File: src/rtl/branch_resolve.sv
module branch_resolve #(
  parameter int AW = 64,
  parameter int DW = 64,
  parameter int OW = 16
) (
  input  logic          clk,
  input  logic          rst_n,
  input  logic          in_valid,
  input  logic [2:0]    kind,
  input  logic          link,
  input  logic          likely,
  input  logic          fp_cond,
  input  logic          fp_sense,
  input  logic [AW-1:0] pc,
  input  logic [OW-1:0] offset,
  input  logic [DW-1:0] opa,
  input  logic [DW-1:0] opb,
  output logic          redir_valid,
  output logic [AW-1:0] redir_addr,
  output logic          nullify,
  output logic          link_we,
  output logic [AW-1:0] link_val
);
  localparam int SH  = 2;
  localparam int EXT = AW - OW - SH;

  logic signed [DW-1:0] sa;
  logic          is_br, take;
  logic [AW-1:0] slot_addr, fall_addr, tgt_addr, disp;

  assign sa        = opa;
  assign is_br     = in_valid && (kind != 3'd0);
  assign disp      = {{EXT{offset[OW-1]}}, offset, {SH{1'b0}}};
  assign slot_addr = pc + AW'(4);
  assign fall_addr = pc + AW'(8);
  assign tgt_addr  = slot_addr + disp;

  always_comb begin
    case (kind)
      3'd1:    take = (opa == opb);
      3'd2:    take = (opa != opb);
      3'd3:    take = (sa >= 0);
      3'd4:    take = (sa > 0);
      3'd5:    take = (sa <= 0);
      3'd6:    take = (sa < 0);
      3'd7:    take = (fp_cond == fp_sense);
      default: take = 1'b0;
    endcase
  end

  always_ff @(posedge clk) begin
    if (!rst_n) begin
      redir_valid <= 1'b0;
      redir_addr  <= '0;
      nullify     <= 1'b0;
      link_we     <= 1'b0;
      link_val    <= '0;
    end else begin
      redir_valid <= is_br && (take || likely);
      redir_addr  <= !is_br ? '0 : take ? tgt_addr : likely ? fall_addr : '0;
      nullify     <= is_br && likely && !take;
      link_we     <= is_br && link;
      link_val    <= (is_br && link) ? fall_addr : '0;
    end
  end

  a_r1_reset_quiet: assert property (@(posedge clk)
    $past(!rst_n) |-> !redir_valid && !nullify && !link_we);

  a_r6_nullify_redirects: assert property (@(posedge clk) disable iff (!rst_n)
    nullify |-> redir_valid && redir_addr == $past(pc) + AW'(8));

  a_r5_link_value: assert property (@(posedge clk) disable iff (!rst_n)
    link_we |-> link_val == $past(pc) + AW'(8) && $past(link));

  a_r9_idle_silent: assert property (@(posedge clk) disable iff (!rst_n)
    $past(!in_valid) && $past(rst_n) |-> !redir_valid && !nullify && !link_we);

  a_r10_nullify_needs_likely: assert property (@(posedge clk) disable iff (!rst_n)
    nullify |-> $past(likely));
endmodule

File: config.mk
export PLATFORM = sky130hd
export DESIGN_NAME = branch_resolve
export DESIGN_NICKNAME = d
export VERILOG_FILES = /design/src/rtl/branch_resolve.sv
export SDC_FILE = /design/constraint.sdc
export NUM_CORES = 1
export LEC_CHECK = 0
export BUFFER_PORTS_ARGS = -buffer_cell sky130_fd_sc_hd__buf_2
export CAP_MARGIN = 20
export CORE_UTILIZATION = 45
export DETAILED_ROUTE_END_ITERATION = 6
export PLACE_DENSITY = 0.79
export SLEW_MARGIN = 20
export SYNTH_ARGS = -nofsm -noshare
export SYNTH_HDL_FRONTEND = slang
export SYNTH_SLANG_ARGS = --single-unit
File: constraint.sdc
create_clock -name clk -period 3 [get_ports clk]
set_input_delay 0.3 -clock clk [delete_from_list [all_inputs] [get_ports clk]]
set_output_delay 0.3 -clock clk [all_outputs]
set_load 0.05 [all_outputs]
==> impl_metrics.yaml <==
yosys:
  synth_flop_cell: "dfxtp_1"
  syn_inst: 1241
  seq_area_frac_synth: 0.259
  avgSynthCellArea_sq_um: 8.15
  yosysWarnings: 0
  synthTopCellsByCount: "nor2_1 (145), dfxtp_1 (131), ha_1 (122)"
  synth_top_area_share: 0.259
  post-synth-top-count-cell: "nor2_1"
  syn_nets: 1582
  synth_top_cell_by_area: "dfxtp_1"
  synth.distinct_cells: 68
  synth-edff-count: 0
  synth_area_leaders: "dfxtp_1 (26%), ha_1 (15%), xnor2_1 (8.9%), xor2_1 (6.7%), nor2_1 (5.4%)"
  synth-async-reset-ratio: 0
  ys_ff_latch: 131
  synth.cell_area_sq_mm: 0.0101
critical_path:
  crit_chain: "buf_2 > ha_1 > ha_1 > a21oi_1 > o21ba_2 > nor2_1 > or4_4 > o2111a_2 > nor2_4 > o31a_1 > o211ai_2 > xnor2_1 > o22ai_1"
  cpMostUsedCell: "ha_1"
  critPathKind: "in2reg"
  crit_path_max_fanout: 4
  startpoint_type: "input pin"
  slowest_delay_ns: 0.53
  crit_required_ns: 3.31
  cp_slowest_cell: "or4_4"
  critPathArrivalTime_ns: 3.27
  endpoint_kind: "flop"
clocking:
  hold_buffers: 0
  cts_buffer_depth: 2
  cts_tree: "yes"
  cts_buffers: 17
  cts_root_buffer: "clkbuf_16"
  h-tree-depth: 4
  cts_sinks: 131
  cts.reportedPaths.clkPinSlew_ns: 0.07
placement:
  place_hpwl_um: 33700
  gp_congestion: 1.00
  place_ws_ns: -0.619
  port_buffers: 348
  dp.cells: 2099
pwr:
  ir_drop_v: 0.000310
  p_seq_frac: 0.263
  comb_power_share: 0.418
  swShare: 0.365
  p_sw_w: 0.00256
  pwr-share-clk: 0.319
  p_per_area_mw_per_mm2: 461
  p_int_w: 0.00445
  leakage_nw: 7.47
run_status:
  violations: "design-rule violations"
  status: "complete, but fails checks"
sta:
  hold_violations: 0
  maxSlewHeadroom: 0.641
  fin_ws_ns: 0.0431
  fin_crit_ns: 2.96
  slew_viol_final: 0
  tightest_slew_ns: 0.533
  fmax_mhz: 338
  timing.final.crit_share: 0.986
  setup_violations: 0
layout:
  layout-drive-gt1-share: 0.399
  final_core_util: 0.692
  area_delta_synth_final_pct: 50.3
  fin_nets: 2183
  fin_cells: 2139
die:
  io-pin-count: 349
  rows: 54
  die_width_um: 152
  core_sq_mm: 0.0220
  dieArea_sq_mm: 0.0231
  die_y_um: 152
  start_util: 0.461
route:
  drtIter0Drc: 1097
  drc: 112
  num_vias: 12203
  avgViaCountPerCell: 5.71
  final_antenna_net_count: 0
  wl_per_cell_um: 20.0
  dr.pass1.iters: 7
  drt-total-wl_um: 42700
worst_hold_path:
  hold_path_class: "in2reg"
  hold_path.startpoint: "pc[0]"
  holdPathEnd: "redir_addr[0]"
  hold_depth: 3
global_route:
  grt_first_pass_wirelength_um: 64600
  grt_max_degree: 45
  antenna_found_initial: 4
  first_global_vias: 12274
  grt_overflow_total: 0
  grtUsageTotal: 0.359
job:
  drv_cap: 0
-- worst max path at each step --
| stage | from | endpoint | cells after the start |
|---|---|---|---|
| finish | offset[14] | redir_addr[59] | 13 |
| global route | offset[15] | redir_addr[47] | 15 |
| CTS | offset[1] | redir_addr[57] | 16 |
| detailed placement | offset[1] | redir_addr[57] | 16 |
| global placement | offset[1] | redir_addr[57] | 16 |
| floorplan | offset[15] | redir_addr[63] | 12 |
-- routing by layer --
layer  part of all wire  vias up  global-route usage
met5                  0        -                   0
met1               0.38     5678               0.394
met4              0.070        0               0.242
met2               0.48      648               0.633
li1                   -     5681                   -
met3              0.071      196              0.0656
-- power groups by stage --
stage / clock (W) / combinational, W / sequential, W
after global routing: 0.00232 / 0.00313 / 0.00185
after floorplan: 0 / 0.00121 / 0.00217
after CTS: 0.00224 / 0.00276 / 0.00185
after global placement: 0 / 0.00267 / 0.00188
final: 0.00223 / 0.00293 / 0.00185
after detailed placement: 0 / 0.00270 / 0.00188
-- worst max-delay path: cells and delay by family --
| family | cells | cell delay [ns] |
|---|---|---|
| buffers and inverters | 1 | 0.11 |
| adders and majority gates | 2 | 0.63 |
| xor gates and xnor gates | 1 | 0.22 |
| AOI/OAI and AO/OA | 6 | 1.33 |
| and+or+nand+nor | 3 | 0.68 |
-- cells by family after synthesis --
group                    count (synthesis)  share of synthesized area
buffers and inverters                   76                     0.0320
AO/OA/AOI/OAI                          282                      0.180
adder cells (fa/ha/maj)                123                      0.153
XOR/XNOR                               180                      0.156
AND/OR/NAND/NOR                        445                      0.215
flip-flops                             131                      0.259
multiplexers                             4                    0.00433
-- what timing repair did --
action | 4_1_cts | 5_1_grt
endpoints found under the setup margin | 8 | 20
resized for setup | 8 | 70
cloned | 1 | 0
buffers inserted | 1 | 2
pin swaps | 2 | 19
hold endpoints to repair | 0 | 0
-- state kept, by name, indices dropped and copies added (netlist names) --
name and count:
link_val 64, redir_addr 64, link_we 1, redir_valid 1, nullify 1
-- cells in the final DEF (no fill, tap or decap), drive strengths merged, types with 21 or more instances in the layout --
| cell type | count |
|---|---|
| and3 | 21 |
| dfxtp | 131 |
| o22ai | 25 |
| a21o | 41 |
| nor4 | 26 |
| nand2 | 85 |
| xor2 | 77 |
| ha | 122 |
| nor3 | 35 |
| o21ai | 37 |
| nand4 | 45 |
| buf | 629 |
| a21oi | 97 |
| inv | 32 |
| nor2 | 145 |
| nand3 | 36 |
| xnor2 | 103 |
-- layout make-up --
class | instances | area, sq um
sequential | 131 | 2620
tap | 280 | 350
antenna | 5 | 12.5
fill | 1722 | 6750
clock buffer | 18 | 439
timing repair buffer | 630 | 3930
clock inverter | 13 | 174
multi-input combinational | 1034 | 7570
inverter | 28 | 105
-- stage by stage --
step	hold slack (ns)	power (W)	setup TNS (ns)	cell area [sq um]
after floorplan	0.372	0.00339	0	10100
final	0.101	0.00701	0	15200
after global routing	0.111	0.00730	-0.0733	15200
after global placement	0.533	0.00455	-10.30	14100
after detailed placement	0.538	0.00459	-12.50	14100
after CTS	0.0954	0.00684	-0.0269	14800
No activity file was read; power rests on OpenSTA's default activity.
